## src/rtl/sram_ctrl_pkg.sv

```systemverilog
package sram_ctrl_pkg;

  typedef enum logic [1:0] {
    PH_IDLE  = 2'd0,
    PH_SETUP = 2'd1,
    PH_PULSE = 2'd2,
    PH_HOLD  = 2'd3
  } phase_e;

  // Registered strobes handed from control to datapath
  typedef struct packed {
    logic sel;      // chip selected
    logic wrPulse;  // write strobe low
    logic rdPulse;  // output enable low
    logic lanePulse;// lane enables low for masked lanes
    logic drive;    // write data on the bus
    logic capture;  // last read pulse cycle
  } strobe_t;

endpackage

```

## src/rtl/sram_lane_ctrl_fsm.sv

```systemverilog
module sram_lane_ctrl_fsm
  import sram_ctrl_pkg::*;
#(
  parameter int SETUP_CYC = 2,
  parameter int PULSE_CYC = 2,
  parameter int HOLD_CYC  = 1
) (
  input  logic    clk,
  input  logic    rstN,
  input  logic    reqValid,
  input  logic    reqWrite,
  output logic    reqReady,
  output logic    load,
  output logic    rspDone,
  output strobe_t strb
);

  localparam int MAX_CYC = (SETUP_CYC > PULSE_CYC) ?
                           ((SETUP_CYC > HOLD_CYC) ? SETUP_CYC : HOLD_CYC) :
                           ((PULSE_CYC > HOLD_CYC) ? PULSE_CYC : HOLD_CYC);
  localparam int CNT_W = (MAX_CYC > 1) ? $clog2(MAX_CYC) : 1;
  localparam logic [CNT_W-1:0] SETUP_LAST = CNT_W'(SETUP_CYC - 1);
  localparam logic [CNT_W-1:0] PULSE_LAST = CNT_W'(PULSE_CYC - 1);
  localparam logic [CNT_W-1:0] HOLD_LAST  = CNT_W'(HOLD_CYC - 1);

  phase_e           phase, phaseNext;
  logic [CNT_W-1:0] cnt, cntNext;
  logic             isWrite, isWriteNext;
  strobe_t          strbNext;
  logic             doneNext;

  assign reqReady = (phase == PH_IDLE);
  assign load     = reqReady && reqValid;

  always_comb begin
    phaseNext   = phase;
    cntNext     = cnt;
    isWriteNext = isWrite;
    doneNext    = 1'b0;
    unique case (phase)
      PH_IDLE: begin
        if (reqValid) begin
          phaseNext   = PH_SETUP;
          cntNext     = '0;
          isWriteNext = reqWrite;
        end
      end
      PH_SETUP: begin
        if (cnt == SETUP_LAST) begin
          phaseNext = PH_PULSE;
          cntNext   = '0;
        end else begin
          cntNext = cnt + 1'b1;
        end
      end
      PH_PULSE: begin
        if (cnt == PULSE_LAST) begin
          phaseNext = PH_HOLD;
          cntNext   = '0;
        end else begin
          cntNext = cnt + 1'b1;
        end
      end
      PH_HOLD: begin
        if (cnt == HOLD_LAST) begin
          phaseNext = PH_IDLE;
          cntNext   = '0;
          doneNext  = 1'b1;
        end else begin
          cntNext = cnt + 1'b1;
        end
      end
      default: phaseNext = PH_IDLE;
    endcase
  end

  // Strobes decoded from the next phase so the registered copy lines up
  always_comb begin
    strbNext.sel       = (phaseNext != PH_IDLE);
    strbNext.wrPulse   = (phaseNext == PH_PULSE) && isWriteNext;
    strbNext.rdPulse   = (phaseNext == PH_PULSE) && !isWriteNext;
    strbNext.lanePulse = (phaseNext == PH_PULSE);
    strbNext.drive     = isWriteNext &&
                         ((phaseNext == PH_PULSE) || (phaseNext == PH_HOLD));
    strbNext.capture   = (phaseNext == PH_PULSE) && !isWriteNext &&
                         (cntNext == PULSE_LAST);
  end

  always_ff @(posedge clk or negedge rstN) begin
    if (!rstN) begin
      phase   <= PH_IDLE;
      cnt     <= '0;
      isWrite <= 1'b0;
      strb    <= '0;
      rspDone <= 1'b0;
    end else begin
      phase   <= phaseNext;
      cnt     <= cntNext;
      isWrite <= isWriteNext;
      strb    <= strbNext;
      rspDone <= doneNext;
    end
  end

endmodule

```

## src/rtl/sram_lane_ctrl_dp.sv

```systemverilog
module sram_lane_ctrl_dp
  import sram_ctrl_pkg::*;
#(
  parameter int ADDR_W = 20,
  parameter int DATA_W = 16
) (
  input  logic                  clk,
  input  logic                  rstN,
  input  logic                  load,
  input  strobe_t               strb,
  input  logic [ADDR_W-1:0]     reqAddr,
  input  logic [DATA_W-1:0]     reqWdata,
  input  logic [DATA_W/8-1:0]   reqMask,
  output logic [DATA_W-1:0]     rspRdata,
  output logic [ADDR_W-1:0]     ramAddr,
  output logic                  ramCeN,
  output logic                  ramCe2,
  output logic                  ramWeN,
  output logic                  ramOeN,
  output logic [DATA_W/8-1:0]   ramLaneN,
  output logic [DATA_W-1:0]     ramDqOut,
  output logic [DATA_W/8-1:0]   ramDqOe,
  input  logic [DATA_W-1:0]     ramDqIn
);

  localparam int LANES = DATA_W / 8;

  logic [ADDR_W-1:0] addrQ;
  logic [DATA_W-1:0] wdataQ;
  logic [LANES-1:0]  maskQ;

  always_ff @(posedge clk or negedge rstN) begin
    if (!rstN) begin
      addrQ  <= '0;
      wdataQ <= '0;
      maskQ  <= '0;
    end else if (load) begin
      addrQ  <= reqAddr;
      wdataQ <= reqWdata;
      maskQ  <= reqMask;
    end
  end

  assign ramAddr  = addrQ;
  assign ramDqOut = wdataQ;
  assign ramCeN   = !strb.sel;
  assign ramCe2   = strb.sel;
  assign ramWeN   = !strb.wrPulse;
  assign ramOeN   = !strb.rdPulse;

  for (genvar g = 0; g < LANES; g++) begin : gLane
    logic [7:0] rdLaneQ;

    assign ramLaneN[g] = !(strb.lanePulse && maskQ[g]);
    assign ramDqOe[g]  = strb.drive && maskQ[g];

    always_ff @(posedge clk or negedge rstN) begin
      if (!rstN) begin
        rdLaneQ <= '0;
      end else if (strb.capture) begin
        rdLaneQ <= maskQ[g] ? ramDqIn[g*8 +: 8] : 8'h00;
      end
    end

    assign rspRdata[g*8 +: 8] = rdLaneQ;
  end

endmodule

```

## src/rtl/sram_lane_ctrl.sv

```systemverilog
module sram_lane_ctrl
  import sram_ctrl_pkg::*;
#(
  parameter int ADDR_W    = 20,
  parameter int DATA_W    = 16,
  parameter int SETUP_CYC = 2,
  parameter int PULSE_CYC = 2,
  parameter int HOLD_CYC  = 1
) (
  input  logic                clk,
  input  logic                rstN,
  input  logic                reqValid,
  output logic                reqReady,
  input  logic                reqWrite,
  input  logic [ADDR_W-1:0]   reqAddr,
  input  logic [DATA_W-1:0]   reqWdata,
  input  logic [DATA_W/8-1:0] reqMask,
  output logic                rspDone,
  output logic [DATA_W-1:0]   rspRdata,
  output logic [ADDR_W-1:0]   ramAddr,
  output logic                ramCeN,
  output logic                ramCe2,
  output logic                ramWeN,
  output logic                ramOeN,
  output logic [DATA_W/8-1:0] ramLaneN,
  output logic [DATA_W-1:0]   ramDqOut,
  output logic [DATA_W/8-1:0] ramDqOe,
  input  logic [DATA_W-1:0]   ramDqIn
);

  strobe_t strb;
  logic    load;

  sram_lane_ctrl_fsm #(
    .SETUP_CYC(SETUP_CYC),
    .PULSE_CYC(PULSE_CYC),
    .HOLD_CYC (HOLD_CYC)
  ) i_fsm (
    .clk     (clk),
    .rstN    (rstN),
    .reqValid(reqValid),
    .reqWrite(reqWrite),
    .reqReady(reqReady),
    .load    (load),
    .rspDone (rspDone),
    .strb    (strb)
  );

  sram_lane_ctrl_dp #(
    .ADDR_W(ADDR_W),
    .DATA_W(DATA_W)
  ) i_dp (
    .clk     (clk),
    .rstN    (rstN),
    .load    (load),
    .strb    (strb),
    .reqAddr (reqAddr),
    .reqWdata(reqWdata),
    .reqMask (reqMask),
    .rspRdata(rspRdata),
    .ramAddr (ramAddr),
    .ramCeN  (ramCeN),
    .ramCe2  (ramCe2),
    .ramWeN  (ramWeN),
    .ramOeN  (ramOeN),
    .ramLaneN(ramLaneN),
    .ramDqOut(ramDqOut),
    .ramDqOe (ramDqOe),
    .ramDqIn (ramDqIn)
  );

endmodule

```

## config.mk

```make
export PLATFORM = sky130hd
export DESIGN_NAME = sram_lane_ctrl
export DESIGN_NICKNAME = d
export VERILOG_FILES = /design/src/rtl/sram_ctrl_pkg.sv /design/src/rtl/sram_lane_ctrl_fsm.sv /design/src/rtl/sram_lane_ctrl_dp.sv /design/src/rtl/sram_lane_ctrl.sv
export SDC_FILE = /design/constraint.sdc
export NUM_CORES = 1
export LEC_CHECK = 0
export BUFFER_PORTS_ARGS = -buffer_cell sky130_fd_sc_hd__buf_2
export CORE_UTILIZATION = 42
export CTS_CLUSTER_DIAMETER = 200
export CTS_CLUSTER_SIZE = 12
export DETAILED_ROUTE_END_ITERATION = 12
export GPL_TIMING_DRIVEN = 0
export PLACE_DENSITY = 0.84
export SLEW_MARGIN = 20
export SYNTH_ARGS = -nofsm -noshare
export SYNTH_HDL_FRONTEND = slang
export SYNTH_HIERARCHICAL = 1
export SYNTH_SLANG_ARGS = --single-unit
```

## constraint.sdc

```tcl
create_clock -name clk -period 1.5 [get_ports clk]
set_input_delay 0.3 -clock clk [delete_from_list [all_inputs] [get_ports clk]]
set_output_delay 0.3 -clock clk [all_outputs]
set_load 0.005 [all_outputs]
```

# Word level (Yosys, flattened, before mapping)
# Index checks and enable logic that the tools add are counted.
classes:
  eq_ne: 5
  muxes: 15
  reduce_logical: 19
  n_addsub: 1
ops:
  columns: ["operator", "n"]
  rows:
  - ["8-bit two-way mux", 2]
  - ["1-bit logical AND", 9]
  - ["2-bit == test, second input constant", 4]
  - ["2-bit two-way mux", 4]
  - ["2-bit one-hot mux with 4 select lines", 1]
  - ["1-bit two-way mux", 7]
  - ["1-bit zero test", 6]
  - ["1-bit one-hot mux with 3 select lines", 1]
  - ["2-bit by 1-bit == test with 1-bit output, second input constant", 1]
  - ["2-bit zero test", 1]
  - ["2-bit nonzero test", 1]
  - ["2-bit OR reduction", 1]
  - ["1-bit adder, second input constant", 1]
  - ["1-bit logical OR", 1]
word_totals:
  output_inout_bits: 62
  inputBits: 58
  wordCells: 55
  register_bits: 65

# Depth between registers and ports, before layout
# Gate-level depths: netlist of run 1.
logic_depth:
  word_depth: 5
  mapped_depth: 7
  mapped_depth_nobuf: 6

# Modules after synthesis
# Netlist of run 1, hierarchy kept.
modules_own_cells:
  columns: ["mod", "area_each_um2", "instances", "cells_each"]
  rows:
  - ["sram_lane_ctrl_dp", 2173.3, 1, 157]
  - ["sram_lane_ctrl_fsm", 478.0, 1, 40]

# Least setup slack after synthesis of run 1
# Ideal clock, no wire load.
synth_path:
  path_kind: "register to register"
  start: "reg i_fsm.phase[0]"
  end: "reg i_dp.addrQ[0], in the netlist i_dp/ramAddr[0]"
  setup_slack_ns: -0.067
  setup_ns: 0.125
  path_stages_with_launch: 8
  t_arrival_ns: 1.442
  period_less_slack_ns: 1.567
  path_cell_list: "dfrtp_1 inv_1 ha_1 nand2_1 inv_1 buf_6 buf_6 mux2_4"
synth_via:
  elab_chain_len: 2
synth_lines:
  columns: ["item", "line_no", "text"]
  rows:
  - ["from (decl)", "sram_lane_ctrl_fsm.sv:26", "phase_e phase, phaseNext;"]
  - ["from (signal assigned)", "sram_lane_ctrl_fsm.sv:97", "phase <= phaseNext;"]
  - ["2-bit zero test", "sram_lane_ctrl_fsm.sv:32", "assign reqReady = (phase == PH_IDLE);"]
  - ["named net reqReady", "sram_lane_ctrl.sv:13", "output logic reqReady,"]
  - ["1-bit logical AND", "sram_lane_ctrl_fsm.sv:33", "assign load = reqReady && reqValid;"]
  - ["named net load", "sram_lane_ctrl.sv:32", "logic load;"]
  - ["to (signal assigned)", "sram_lane_ctrl_dp.sv:38", "addrQ <= reqAddr;"]
  - ["to (decl)", "sram_lane_ctrl_dp.sv:28", "logic [ADDR_W-1:0] addrQ;"]
# The timed path passes the listed nets, and every way through them passes these cells.
# A chain may end at the register's enable or synchronous reset.

# Worst setup path in the final report of run 1
layout_path:
  start: "reg i_fsm.phase[0]"
  end: "reg i_dp.wdataQ[9], in the netlist i_dp/ramDqOut[9]"
layout_via:
  elab_chain_len: 2
layout_lines:
  columns: ["item", "line_no", "text"]
  rows:
  - ["2-bit zero test", "sram_lane_ctrl_fsm.sv:32", null]
  - ["1-bit logical AND", "sram_lane_ctrl_fsm.sv:33", null]
  - ["named net load", "sram_lane_ctrl.sv:32", null]
  - ["to (signal assigned)", "sram_lane_ctrl_dp.sv:39", "wdataQ <= reqWdata;"]
  - ["to (decl)", "sram_lane_ctrl_dp.sv:29", "logic [DATA_W-1:0] wdataQ;"]
# The timed path passes the listed nets, and every way through them passes these cells.

==> flow_summary.toml, run 1 <==
[sta]
setup-tns-final_ns = 0
relSlewSlack = 0.476
period_share = 0.986
fmax_mhz = 676
holdWs_ns = 0.0605
setup_viol = 0
finalCriticalPeriod_ns = 1.48
skew_ns = 0.00899
slew_viol_final = 0
finalHoldViolations = 0
worst_pin_slew_ns = 0.787
setup_slack_ns = 0.0214
rsz0062_at_grt = "true"

[placed_design]
dp_hpwl_um = 3930
dpl-instance-area_um2 = 3360
post-place-ws_ns = -0.166
dp.cells = 391
gp_congestion = 0.706
io_buffers = 119

[cts]
clock_sinks = 65
cts_tree = "done"
clk_pin_slew_ns = 0.07
clock_path_buffers = 2
cts_inserted_buffers = 9
cts.htree.levels = 3
cts-root-buf = "clkbuf_8"
clk_latency_ns = 0.33
hold_buffers = 0

[synth]
syn_area_um2 = 2650
yosys_warnings = 6
yosys.area.top_type = "dfrtp_1"
avgSynthCellArea_um2 = 13.5
synthFlopType = "dfrtp_1"
synth_commonest_cells = "dfrtp_1, inv_1, mux2_4"
synth_nets = 260
netlist_instances = 197
ys_types = 23
synth-edff-count = 0
yosysTopAreaCellShare = 0.613
ys_seq_area_frac = 0.613
synthMostInstantiatedCell = "dfrtp_1"
synth-seq-cells = 65
ys_top_cells_by_area = "dfrtp_1, mux2_4, mux2_2, inv_1, nand3_1"
synthArstFlopShare = 1.00

[floorplan]
rows = 28
coreArea_um2 = 5990
die_w_um = 81.5
io_pins = 120
die-height_um = 81.5
die_area_um2 = 6630
initial_utilization = 0.443

[cells_and_area]
drive_gt1_frac = 0.601
ff_latch_area_um2 = 1630
fin_util = 0.635
area_delta_synth_final_pct = 43.4
num-fill-cells = 472
multi_input_area_um2 = 945
final_cell_area_um2 = 3800
fin_nets = 401
antenna_cells = 0
layoutNonFillerInstCount = 418

[critical_path]
cp.arrival_ns = 1.69
startpoint = "i_fsm/phase[0]"
r2r_cells = 7
regToRegSetupSlack_ns = 0.02
startpoint_type = "flip-flop"
r2r_start = "i_fsm/phase[0]"
critPathKind = "flip-flop to flip-flop"
required_ns = 1.71
rr_endpoint = "i_dp/ramDqOut[9]"
cp-end-kind = "flip-flop"
crit_fanout = 6

[outcome]
status = "finished clean"

[grt]
grt_pass1_wl_um = 8430
antenna_found_initial = 0
grt_start_max_net_pins = 66
grt_usage = 0.172
globalRouteOverflowTotal = 0
grt_pass1_vias = 1905

[min_path]
hold_path_class = "input port to async pin"

[power]
power_density_nw_per_um2 = 2080
peakVddDrop_uv = 1210
leakagePower_nw = 1.96
power_mw = 7.91

[route]
first_pass_iters = 4
drc = 0
drt_iter0_markers = 59
vias = 1978
wire_per_inst_um = 13.9
vias_per_cell = 4.73
routed_wl_um = 5790
ant_nets = 0

[flow_run]
max_cap_violations = 0
[how the worst max path moves through the flow]
stage / to
floorplan: i_dp/ramAddr[0]
global placement: i_dp/ramAddr[18]
detailed placement: i_dp/ramDqOut[8]
CTS: ramDqOe[1]
global route: i_fsm/strb[2]
finish: i_dp/ramDqOut[9]
[registers in the layout, summed over array words and instances (netlist names)]
name	flops
i_dp/gLane.rdLaneQ	16
i_fsm/phase	2
i_fsm/isWrite	1
i_dp/ramAddr	20
i_fsm/rspDone	1
i_dp/maskQ	2
i_fsm/strb	6
i_fsm/cnt	1
i_dp/ramDqOut	16
[power breakdown]
part	switching, mW	leakage, nW	internal (mW)
clock	0.627	0.0953	0.807
sequential	0.458	0.775	2.62
combinational	1.37	1.09	2.03
total	2.46	1.96	5.45
[area by class of cell]
cell class | count | area share
buffer | 10 | 0.0283
clock buffer | 11 | 0.0372
clock inverter | 5 | 0.0145
inverter | 25 | 0.0260
multi-input combinational | 97 | 0.249
sequential | 65 | 0.428
tap | 75 | 0.0247
timing repair buffer | 130 | 0.193
[routing by layer]
layer | GRT usage | wire length, um
met4 | 0.0911 | 77
met5 | 0 | 0
met3 | 0.0400 | 374
met1 | 0.199 | 2440
met2 | 0.296 | 2900
[cell usage in the layout (no fill, tap or decap), drive strengths merged]
cell and instances:
clkbuf 14, inv 25, buf 137, nand3b 1, nand3 16, a22oi 1, mux2i 3, bufinv 1
mux2 38, dfrtp 65, nand2b 1, a21oi 1, ha 5, nand2 4, nor4 1, nor2 4
clkinvlp 2, and2b 1, and2 2, o21ai 16, nor3 2, a2bb2oi 1, clkinv 2
[repair_timing]
action,in CTS,in global routing
buffers inserted,5,4
resized for setup,10,23
pin swaps,0,4
setup endpoints to repair,44,36
gates cloned,0,2
[critical path, stage by stage, from the launching register on]
cell and delay (ns):
dfrtp_2 0.42, inv_4 0.07, ha_4 0.15, nand2_4 0.07, inv_4 0.07, buf_12 0.13, clkbuf_16 0.15, mux2_4 0.30
[kinds of logic (layout without fill, tap and decap cells)]
logic type,after synthesis,count (layout),synth area share
adders and majority gates,5,5,0.0236
buffers and inverters,35,181,0.0609
muxes,41,41,0.201
AOI/OAI and AO/OA,19,19,0.0401
DFF,65,65,0.613
and+or+nand+nor,32,32,0.0609
Note: power is estimated with default switching activity, not from simulation.
==> run 2: changes to the inputs <==
--- a/config.mk
+++ b/config.mk
@@ -8,10 +8,11 @@
 export BUFFER_PORTS_ARGS = -buffer_cell sky130_fd_sc_hd__buf_2
 export CORE_UTILIZATION = 42
 export CTS_CLUSTER_DIAMETER = 200
-export CTS_CLUSTER_SIZE = 12
+export CTS_CLUSTER_SIZE = 20
 export DETAILED_ROUTE_END_ITERATION = 12
 export GPL_TIMING_DRIVEN = 0
 export PLACE_DENSITY = 0.84
+export SETUP_SLACK_MARGIN = 0.15
 export SLEW_MARGIN = 20
 export SYNTH_ARGS = -nofsm -noshare
 export SYNTH_HDL_FRONTEND = slang
==> constraint.sdc (replaced) <==
create_clock -name clk -period 1.3 [get_ports clk]
set_input_delay 0.26 -clock clk [delete_from_list [all_inputs] [get_ports clk]]
set_output_delay 0.26 -clock clk [all_outputs]
set_load 0.005 [all_outputs]
==> run 2 against run 1 <==
Compared with the run above: the flow now finishes with violations (setup timing); total power is 25% higher; final cell count is 4.5% higher; combinational power increased by 45%; first-iteration DRC count shrank 19%; core utilization grew 5.2 points; via count rose by 3.9%; critical path type unchanged; largest cell class unchanged; highest routed layer unchanged.
==> flow_summary.toml, run 2 (synthesized netlist as in run 1, its figures left out) <==
[outcome]
status = "finished, violations left"
failed_checks = "setup timing"

[critical_path]
required_ns = 1.52
crit_fanout = 3
startpoint_type = "flip-flop"
cp.arrival_ns = 1.76
critPathKind = "flip-flop to flip-flop"
cp-end-kind = "flip-flop"

[cts]
hold_buffers = 0
clk_latency_ns = 0.32
cts-root-buf = "clkbuf_8"
clk_pin_slew_ns = 0.07
cts.htree.levels = 3
clock_sinks = 65
clock_path_buffers = 2
cts_inserted_buffers = 9
cts_tree = "done"

[route]
vias_per_cell = 4.70
first_pass_iters = 4
vias = 2056
wire_per_inst_um = 15.0
drc = 0
drt_iter0_markers = 48
routed_wl_um = 6550
ant_nets = 0

[cells_and_area]
final_common_cell = "buf_2"
final_cell_area_um2 = 4110
final_cell_mix = "buf_2, dfrtp_1, mux2_4"
area_delta_synth_final_pct = 55.1
antenna_cells = 0
fin_nets = 421
num-fill-cells = 442
drive_gt1_frac = 0.633
largest_register_ffs = 20

[floorplan]
die-height_um = 81.5
die_area_um2 = 6630
io_pins = 120
initial_utilization = 0.443
rows = 28
coreArea_um2 = 5990
die_w_um = 81.5

[sta]
relSlewSlack = 0.472
fmax_mhz = 649
holdWs_ns = 0.0164
period_share = 1.18
setup_slack_ns = -0.240
slew_viol_final = 0
finalCriticalPeriod_ns = 1.54
worst_pin_slew_ns = 0.792
setup_viol = 48
skew_ns = 0.0109
rsz0062_at_grt = "true"
finalHoldViolations = 0

[grt]
grt_usage = 0.197
grt_pass1_vias = 2047
antenna_found_initial = 0
grt_start_max_net_pins = 66
globalRouteOverflowTotal = 0
grt_pass1_wl_um = 9590

[power]
peakVddDrop_uv = 1170
leakagePower_nw = 2.13
power_density_nw_per_um2 = 2410
power_mw = 9.91

[flow_run]
max_cap_violations = 0

[placed_design]
post-place-ws_ns = -0.299
dpl-instance-area_um2 = 3370
dp_hpwl_um = 3930
io_buffers = 119
gp_congestion = 0.679

[min_path]
hold_path_class = "input port to async pin"
run 2: layout make-up:
cell class	count	area (um2)	share of cell area
Inverter	25	101	0.0247
Clock buffer	11	141	0.0344
Buffer	10	128	0.0310
Clock inverter	4	20.0	0.00487
Tap cell	75	93.8	0.0228
Timing Repair Buffer	150	968	0.236
Multi-Input combinational cell	97	1030	0.251
Sequential cell	65	1630	0.396
run 2: final timing paths:
kind | slack, ns | depth (start not counted) | startpoint | to
max in group asynchronous | 0.76 | 1 | rstN | i_dp/ramDqOut[10]
min in group clk | 0.17 | 2 | reqAddr[17] | i_dp/ramAddr[17]
max reg2reg | -0.24 | 7 | i_fsm/phase[0] | i_fsm/strb[0]
max | -0.24 | 7 | i_fsm/phase[0] | i_fsm/strb[0]
min | 0.02 | 1 | rstN | i_dp/ramAddr[4]
min reg2reg | 0.51 | 1 | i_dp/ramDqOut[6] | i_dp/ramDqOut[6]
run 2: per-stage QoR:
| step | setup TNS (ns) | utilization | std cells |
|---|---|---|---|
| after global routing | -10.44 | 0.686 | 437 |
| after global placement | -21.64 | 0.561 | 391 |
| after CTS | -6.08 | 0.652 | 428 |
| after floorplan | -4.58 | - | 197 |
| final | -7.57 | 0.686 | 437 |
| after detailed placement | -9.96 | 0.562 | 391 |
run 2: report_power, final:
part / switching (mW) / leakage [nW] / internal [mW]
clock network: 0.697 / 0.0887 / 0.720
logic: 1.89 / 1.27 / 3.04
registers: 0.551 / 0.776 / 3.02
total: 3.13 / 2.13 / 6.77
run 2: per-layer routing:
layer / vias to the layer above / global-route usage / routed length [um]
met5: - / 0 / 0
met1: 996 / 0.228 / 2740
li1: 971 / - / -
met3: 8 / 0.0656 / 356
met2: 81 / 0.346 / 3400
met4: 0 / 0.0571 / 43
run 2: worst max-delay path: stages (launching register included):
cell	delay, ns
dfrtp_1	0.39
inv_2	0.08
ha_4	0.17
nand2_4	0.09
buf_6	0.11
mux2i_4	0.23
inv_2	0.08
nor4_4	0.30
run 2: what timing repair did:
action,in CTS,in global routing
endpoints found under the setup margin,54,61
hold endpoints to repair,0,0
pin swaps,1,4
gates resized for setup,45,26
cloned,3,2
buffers inserted,19,7
